**src/rtl/adcrb_pkg.sv**
```systemverilog
package adcrb_pkg;
  localparam int WORD_W      = 32;
  localparam int RES_LSB     = 6;
  localparam int SRC_LSB     = 24;
  localparam int OVR_BIT     = 30;
  localparam int DONE_BIT    = 31;
  localparam int ST_OVR_LSB  = 8;
  localparam int ST_FLAG_BIT = 16;
  localparam int ADDR_W      = 4;
endpackage

```
**src/rtl/adcrb_slot.sv**
```systemverilog
// One result register with done/overrun tracking.
module adcrb_slot #(
  parameter int RES_W = 10,
  parameter int CH_W  = 3
) (
  input  logic             clk,
  input  logic             rst_n,
  input  logic             burst_en,
  input  logic             load,
  input  logic [RES_W-1:0] load_res,
  input  logic [CH_W-1:0]  load_ch,
  input  logic             clr,
  output logic             done,
  output logic             ovr,
  output logic [RES_W-1:0] res,
  output logic [CH_W-1:0]  src
);
  // state as seen by a completion arriving together with a clear
  logic done_left;
  logic ovr_left;

  always_comb begin
    done_left = done & ~clr;
    ovr_left  = ovr  & ~clr;
  end

  always_ff @(posedge clk) begin
    if (!rst_n) begin
      done <= 1'b0;
      ovr  <= 1'b0;
      res  <= '0;
      src  <= '0;
    end else if (load) begin
      res  <= load_res;
      src  <= load_ch;
      done <= 1'b1;
      ovr  <= done_left & (ovr_left | burst_en);
    end else if (clr) begin
      done <= 1'b0;
      ovr  <= 1'b0;
    end
  end
endmodule

```
**src/rtl/adcrb_irq.sv**
```systemverilog
// Interrupt enable word and registered interrupt level.
module adcrb_irq #(
  parameter int NCH = 8
) (
  input  logic           clk,
  input  logic           rst_n,
  input  logic           en_wr,
  input  logic [NCH:0]   en_wdata,
  input  logic [NCH-1:0] chan_done,
  input  logic           g_done,
  output logic [NCH-1:0] en_mask,
  output logic           g_en,
  output logic           chan_flag,
  output logic           irq
);
  always_comb chan_flag = |(chan_done & en_mask);

  always_ff @(posedge clk) begin
    if (!rst_n) begin
      en_mask <= '0;
      g_en    <= 1'b1;
      irq     <= 1'b0;
    end else begin
      if (en_wr) begin
        en_mask <= en_wdata[NCH-1:0];
        g_en    <= en_wdata[NCH];
      end
      irq <= chan_flag | (g_en & g_done);
    end
  end
endmodule

```
**src/rtl/adcrb_readmux.sv**
```systemverilog
// Forms the read word for the addressed register.
module adcrb_readmux
  import adcrb_pkg::*;
#(
  parameter int NCH   = 8,
  parameter int RES_W = 10,
  parameter int CH_W  = 3
) (
  input  logic [ADDR_W-1:0] addr,
  input  logic [NCH-1:0]    chan_done,
  input  logic [NCH-1:0]    chan_ovr,
  input  logic [RES_W-1:0]  chan_res [NCH],
  input  logic              g_done,
  input  logic              g_ovr,
  input  logic [RES_W-1:0]  g_res,
  input  logic [CH_W-1:0]   g_src,
  input  logic [NCH-1:0]    en_mask,
  input  logic              g_en,
  input  logic              chan_flag,
  output logic [WORD_W-1:0] rdata
);
  localparam int A_GLOBAL = NCH;
  localparam int A_STATUS = NCH + 1;
  localparam int A_IRQEN  = NCH + 2;

  logic [WORD_W-1:0] chan_word [NCH];
  logic [WORD_W-1:0] g_word;
  logic [WORD_W-1:0] st_word;
  logic [WORD_W-1:0] en_word;

  for (genvar i = 0; i < NCH; i++) begin : g_word_build
    always_comb begin
      chan_word[i] = '0;
      chan_word[i][RES_LSB +: RES_W] = chan_res[i];
      chan_word[i][OVR_BIT]          = chan_ovr[i];
      chan_word[i][DONE_BIT]         = chan_done[i];
    end
  end

  always_comb begin
    g_word = '0;
    g_word[RES_LSB +: RES_W] = g_res;
    g_word[SRC_LSB +: CH_W]  = g_src;
    g_word[OVR_BIT]          = g_ovr;
    g_word[DONE_BIT]         = g_done;

    st_word = '0;
    st_word[0 +: NCH]          = chan_done;
    st_word[ST_OVR_LSB +: NCH] = chan_ovr;
    st_word[ST_FLAG_BIT]       = chan_flag;

    en_word = '0;
    en_word[0 +: NCH] = en_mask;
    en_word[NCH]      = g_en;
  end

  always_comb begin
    rdata = '0;
    for (int i = 0; i < NCH; i++) begin
      if (addr == ADDR_W'(i)) rdata = chan_word[i];
    end
    if (addr == ADDR_W'(A_GLOBAL)) rdata = g_word;
    if (addr == ADDR_W'(A_STATUS)) rdata = st_word;
    if (addr == ADDR_W'(A_IRQEN))  rdata = en_word;
  end
endmodule

```
**src/rtl/adcrb_bank.sv**
```systemverilog
module adcrb_bank
  import adcrb_pkg::*;
#(
  parameter int NCH   = 8,
  parameter int RES_W = 10,
  localparam int CH_W = $clog2(NCH)
) (
  input  logic              clk,
  input  logic              rst_n,
  input  logic              burst_en,
  input  logic              cmp_valid,
  output logic              cmp_ready,
  input  logic [CH_W-1:0]   cmp_ch,
  input  logic [RES_W-1:0]  cmp_data,
  input  logic              reg_wr,
  input  logic              reg_rd,
  input  logic [ADDR_W-1:0] reg_addr,
  input  logic [WORD_W-1:0] reg_wdata,
  output logic [WORD_W-1:0] reg_rdata,
  input  logic              ctl_clr,
  output logic              irq
);
  localparam int A_GLOBAL = NCH;
  localparam int A_IRQEN  = NCH + 2;

  logic             cmp_fire;
  logic [NCH-1:0]   chan_done;
  logic [NCH-1:0]   chan_ovr;
  logic [RES_W-1:0] chan_res [NCH];
  logic [CH_W-1:0]  chan_src [NCH];
  logic             g_done;
  logic             g_ovr;
  logic [RES_W-1:0] g_res;
  logic [CH_W-1:0]  g_src;
  logic             g_clr;
  logic [NCH-1:0]   en_mask;
  logic             g_en;
  logic             chan_flag;

  // no back-pressure: every valid beat is taken once out of reset
  always_ff @(posedge clk) begin
    if (!rst_n) cmp_ready <= 1'b0;
    else        cmp_ready <= 1'b1;
  end

  always_comb cmp_fire = cmp_valid & cmp_ready;

  for (genvar i = 0; i < NCH; i++) begin : g_chan
    logic ld;
    logic cl;
    always_comb begin
      ld = cmp_fire && (cmp_ch == CH_W'(i));
      cl = reg_rd && (reg_addr == ADDR_W'(i));
    end
    adcrb_slot #(.RES_W(RES_W), .CH_W(CH_W)) u_slot (
      .clk      (clk),
      .rst_n    (rst_n),
      .burst_en (burst_en),
      .load     (ld),
      .load_res (cmp_data),
      .load_ch  (cmp_ch),
      .clr      (cl),
      .done     (chan_done[i]),
      .ovr      (chan_ovr[i]),
      .res      (chan_res[i]),
      .src      (chan_src[i])
    );
  end

  always_comb g_clr = ctl_clr | (reg_rd && (reg_addr == ADDR_W'(A_GLOBAL)));

  adcrb_slot #(.RES_W(RES_W), .CH_W(CH_W)) u_global (
    .clk      (clk),
    .rst_n    (rst_n),
    .burst_en (burst_en),
    .load     (cmp_fire),
    .load_res (cmp_data),
    .load_ch  (cmp_ch),
    .clr      (g_clr),
    .done     (g_done),
    .ovr      (g_ovr),
    .res      (g_res),
    .src      (g_src)
  );

  logic en_wr;
  always_comb en_wr = reg_wr && (reg_addr == ADDR_W'(A_IRQEN));

  adcrb_irq #(.NCH(NCH)) u_irq (
    .clk       (clk),
    .rst_n     (rst_n),
    .en_wr     (en_wr),
    .en_wdata  (reg_wdata[NCH:0]),
    .chan_done (chan_done),
    .g_done    (g_done),
    .en_mask   (en_mask),
    .g_en      (g_en),
    .chan_flag (chan_flag),
    .irq       (irq)
  );

  adcrb_readmux #(.NCH(NCH), .RES_W(RES_W), .CH_W(CH_W)) u_rmux (
    .addr      (reg_addr),
    .chan_done (chan_done),
    .chan_ovr  (chan_ovr),
    .chan_res  (chan_res),
    .g_done    (g_done),
    .g_ovr     (g_ovr),
    .g_res     (g_res),
    .g_src     (g_src),
    .en_mask   (en_mask),
    .g_en      (g_en),
    .chan_flag (chan_flag),
    .rdata     (reg_rdata)
  );
endmodule

```
**config.mk**
```make
export PLATFORM = sky130hd
export DESIGN_NAME = adcrb_bank
export DESIGN_NICKNAME = d
export VERILOG_FILES = /design/src/rtl/adcrb_pkg.sv /design/src/rtl/adcrb_slot.sv /design/src/rtl/adcrb_irq.sv /design/src/rtl/adcrb_readmux.sv /design/src/rtl/adcrb_bank.sv
export SDC_FILE = /design/constraint.sdc
export NUM_CORES = 1
export LEC_CHECK = 0
export ABC_AREA = 1
export BUFFER_PORTS_ARGS = -buffer_cell sky130_fd_sc_hd__buf_2
export CAP_MARGIN = 20
export CORE_ASPECT_RATIO = 0.7
export CORE_MARGIN = 2
export CORE_UTILIZATION = 35
export DETAILED_ROUTE_END_ITERATION = 12
export GPL_ROUTABILITY_DRIVEN = 0
export PLACE_DENSITY = 0.65
export SYNTH_ARGS = -nofsm -noshare
export SYNTH_HDL_FRONTEND = slang
export SYNTH_SLANG_ARGS = --single-unit
```
**constraint.sdc**
```tcl
create_clock -name clk -period 1.32 [get_ports clk]
set_input_delay 0.132 -clock clk [delete_from_list [all_inputs] [get_ports clk]]
set_output_delay 0.132 -clock clk [all_outputs]
set_load 0.02 [all_outputs]
```
==> flow_metrics.tcl <==
set metrics [dict create \
    regArea_mm2 0.00249 \
    vdd_ir_drop_max_mv 0.820 \
    data_arrival_critical_path_ps 1600 \
    syn_inst 828 \
    grt_pass1_wl_mm 29.1 \
    first_global_vias 5440 \
    synth_xor_area_frac 0 \
    dr_total_vias 5882 \
    final_period_minus_worst_setup_slack_ps 1730 \
    groute.usage.overall 0.223 \
    drt-initial-drc-count 533 \
    max-clock-path-buffers 2 \
    worstPathMaxFanout 2 \
    coreArea_mm2 0.0156 \
    synth_seq_cells 122 \
    library_cells_used_by_synthesis 33 \
    wirelength_mm 18.9 \
    multi_input_area_mm2 0.00315 \
    inserted_clock_buffers 17 \
    finalClockSkew_ps 5.94 \
    grt_max_degree 73 \
    cts_sinks 122 \
    max_cap_violations 0 \
    area_share_of_and_or_nand_nor_cells_after_synthesis 0.310 \
    yosys_warnings 0 \
    antenna_cells 0 \
    leakagePower_nw 3.30 \
    run_status "finished, violations left" \
    design.final.nets 1005 \
    min-delay-start "reg_wdata[2]" \
    dp_worst_setup_slack_ps -388 \
    floorplan.initialDensity 0.361 \
    grt_overflow_total 0 \
    cp-start-kind "flop" \
    report.final.slew_viol_count 0 \
    min_to "u_irq.en_mask[2]$_SDFFE_PN0P_" \
    final-hold-violation-count 0 \
    worstReg2RegStart "g_chan[2].u_slot.done$_SDFFE_PN0P_" \
    grt_setup_unrepaired "true" \
    setup.worst_path.class "reg -> out" \
    fin_tns_setup_ps -3660 \
    mappedNetlistArea_mm2 0.00563 \
    synthesized_area_fraction_occupied_by_adder_cells 0 \
    remaining_drc_errors 0 \
    cts_tree "built" \
    num_rows 38 \
    routedWlPerCell_um 16.3 \
    synth_edf_count 0 \
    min_path_cells 3 \
    power_per_cell_area_mw_per_mm2 1240 \
    postRouteAntennaNets 0 \
    timing.critical_path.required_ps 1190 \
    max_freq_mhz 578 \
    ios 90 \
    area_overhead_of_the_layout_relative_to_synthesis_pct 41.9 \
    postSynth.topFlopCell "sky130_fd_sc_hd__dfxtp_1" \
    synth_top_family_by_area "simple AND/OR/NAND/NOR gates" \
    clock_latency_ps 420 \
    r2r.worst_path.cells 8 \
    grt_antenna_before_repair 0 \
    die_area_mm2 0.0171 \
    min_path_type "in -> reg" \
    floorplan.die.height_um 110 \
    muxShareOfSynthArea 0 \
    clk_transition_reported_paths_ps 60 \
    reg2reg_to "u_irq.irq$_SDFF_PN0_" \
    violations "setup timing" \
    dpl.hpwl_mm 13.1 \
    die_width_um 156 \
    report.power.total_mw 9.89 \
    async_flop_share 0 \
    clk_root_buffer_cell "sky130_fd_sc_hd__clkbuf_16" \
    compound_gate_portion_of_the_synthesized_area 0.170 \
    finalCritPeriodShare 1.31 \
    route.detailed.vias_per_inst 5.06 \
    synth_sequential_area_ratio 0.434 \
    setup.worst_path.end_class "output pin" \
    setup_violations 18 \
    synth.avg_cell_area_um2 6.80 \
    worst-r2r-setup-slack_ps 40 \
    drive_above_1_share 0.346 \
    fillerInstances 1518 \
    worst_slack_ps -409 \
    io_buffer_count 56 \
    cts_max_level 4 \
    first_pass_iters 5 \
]
==> flip-flops by register name (all words and copies together) (netlist names) <==
name / flops
g_chan.u_slot.res: 80
u_global.res: 10
g_chan.u_slot.done: 8
g_chan.u_slot.ovr: 8
u_irq.en_mask: 8
u_global.src: 3
cmp_ready: 1
u_global.done: 1
u_global.ovr: 1
u_irq.g_en: 1
u_irq.irq: 1
==> cells in the mapped netlist, types with 2 or more instances <==
| library cell | instances | area share |
|---|---|---|
| sky130_fd_sc_hd__dfxtp_1 | 122 | 0.43 |
| sky130_fd_sc_hd__buf_4 | 11 | 0.015 |
| sky130_fd_sc_hd__nor2_1 | 214 | 0.14 |
| sky130_fd_sc_hd__nand4_1 | 14 | 0.016 |
| sky130_fd_sc_hd__o21ai_0 | 111 | 0.099 |
| sky130_fd_sc_hd__a221oi_1 | 2 | 0.0031 |
| sky130_fd_sc_hd__buf_2 | 12 | 0.011 |
| sky130_fd_sc_hd__or2_0 | 3 | 0.0033 |
| sky130_fd_sc_hd__nand2_2 | 3 | 0.0033 |
| sky130_fd_sc_hd__a21oi_1 | 56 | 0.050 |
| sky130_fd_sc_hd__or2_2 | 5 | 0.0056 |
| sky130_fd_sc_hd__nand3_1 | 42 | 0.037 |
| sky130_fd_sc_hd__nand2_1 | 120 | 0.080 |
| sky130_fd_sc_hd__nor3_1 | 2 | 0.0018 |
| sky130_fd_sc_hd__a211oi_1 | 9 | 0.012 |
| sky130_fd_sc_hd__nor2_4 | 7 | 0.014 |
| sky130_fd_sc_hd__inv_1 | 49 | 0.033 |
| sky130_fd_sc_hd__clkbuf_1 | 24 | 0.016 |
| sky130_fd_sc_hd__inv_2 | 6 | 0.0040 |
| sky130_fd_sc_hd__nor2_2 | 2 | 0.0022 |
| sky130_fd_sc_hd__clkinv_1 | 2 | 0.0013 |
==> layout make-up <==
cell class / instances / area share
well taps: 200 / 0.0313
clock buffers: 22 / 0.0594
multi-input cells: 607 / 0.395
inverters: 58 / 0.0305
repair inverters: 1 / 0.000470
flip-flops and latches: 122 / 0.312
clock inverters: 10 / 0.0207
repair buffers: 142 / 0.152
==> worst max-delay path: stages (launching register included) <==
cell	delay, ps
sky130_fd_sc_hd__dfxtp_1	310
sky130_fd_sc_hd__nand3_1	80
sky130_fd_sc_hd__nand2_1	60
sky130_fd_sc_hd__nor2_2	100
sky130_fd_sc_hd__nand2_1	70
sky130_fd_sc_hd__nand2_2	70
sky130_fd_sc_hd__nand4_1	110
sky130_fd_sc_hd__nor2_1	150
sky130_fd_sc_hd__nor2_1	70
sky130_fd_sc_hd__buf_2	160
==> kinds of logic after synthesis <==
group	count (synthesis)
flip-flops	122
buffers and inverters	108
AO/OA/AOI/OAI	183
AND/OR/NAND/NOR	414
other	1
==> metal layers <==
metal	GRT usage	share of wire	vias up
li1	-	-	2922
met1	0.325	0.47	2661
met2	0.335	0.42	269
met3	0.0399	0.088	30
met4	0.0695	0.015	0
met5	0	0	-
==> placed cells by master, fill, tap and decap left out, types with 3 or more instances in the layout <==
cell type	netlist	layout
sky130_fd_sc_hd__nor2_1	214	197
sky130_fd_sc_hd__nand2_1	120	98
sky130_fd_sc_hd__o21ai_0	111	90
sky130_fd_sc_hd__dfxtp_1	122	89
sky130_fd_sc_hd__buf_4	11	68
sky130_fd_sc_hd__a21oi_1	56	50
sky130_fd_sc_hd__inv_1	49	38
sky130_fd_sc_hd__buf_2	12	37
sky130_fd_sc_hd__nand3_2	0	36
sky130_fd_sc_hd__dfxtp_2	0	31
sky130_fd_sc_hd__nand2_2	3	21
sky130_fd_sc_hd__buf_6	1	20
sky130_fd_sc_hd__clkbuf_16	0	17
sky130_fd_sc_hd__o21ai_1	1	16
sky130_fd_sc_hd__inv_2	6	15
sky130_fd_sc_hd__nand4_1	14	14
sky130_fd_sc_hd__nor2_4	7	13
sky130_fd_sc_hd__nor2_2	2	13
sky130_fd_sc_hd__buf_12	0	11
sky130_fd_sc_hd__conb_1	1	10
sky130_fd_sc_hd__a211oi_1	9	8
sky130_fd_sc_hd__o21ai_2	0	6
sky130_fd_sc_hd__a21oi_2	0	6
sky130_fd_sc_hd__nand3_1	42	6
sky130_fd_sc_hd__or2_2	5	5
sky130_fd_sc_hd__nand2_4	1	4
sky130_fd_sc_hd__clkinvlp_4	0	4
sky130_fd_sc_hd__bufinv_16	0	4
sky130_fd_sc_hd__dlygate4sd3_1	0	4
sky130_fd_sc_hd__inv_4	1	3
sky130_fd_sc_hd__or2_0	3	3
sky130_fd_sc_hd__clkbuf_8	1	3
==> stage by stage <==
| stage | cell area [um2] | hold WS (ps) | instances | util |
|---|---|---|---|---|
| 3_5_place_dp | 6570 | 398 | 1111 | 0.421 |
| 4_1_cts | 7500 | 5.69 | 1158 | 0.481 |
| 5_1_grt | 7990 | 25.6 | 1162 | 0.512 |
| 6_report | 7990 | 3.97 | 1162 | 0.512 |
| 2_1_floorplan | 5690 | 160 | 837 | - |
| 3_3_place_gp | 6570 | 397 | 1111 | 0.421 |
==> how the worst max path moves through the flow <==
| stage | start | to | slack, ps | depth (start not counted) |
|---|---|---|---|---|
| 2_1_floorplan | cmp_ready$_DFF_P_ | g_chan[4].u_slot.res[3]$_SDFFE_PN0P_ | 4 | 7 |
| 3_3_place_gp | reg_addr[3] | reg_rdata[9] | -400 | 11 |
| 3_5_place_dp | reg_addr[3] | reg_rdata[9] | -390 | 11 |
| 4_1_cts | g_chan[0].u_slot.res[3]$_SDFFE_PN0P_ | reg_rdata[9] | -430 | 9 |
| 5_1_grt | g_chan[0].u_slot.res[3]$_SDFFE_PN0P_ | reg_rdata[9] | -510 | 9 |
| 6_report | g_chan[0].u_slot.res[3]$_SDFFE_PN0P_ | reg_rdata[9] | -410 | 9 |
==> timing repair <==
item	in CTS	in global routing
hold buffers	4	0
gates resized for setup	65	159
hold endpoints to repair	4	0
endpoints found under the setup margin	33	90
gates cloned	1	0
pin swaps	24	54
buffers inserted	10	7
==> where the power goes <==
part | switching (mW) | internal, mW
Combinational | 0.609 | 0.366
Sequential | 0.0563 | 3.78
Clock | 1.77 | 3.31
Note: power is estimated with default switching activity, not from simulation.
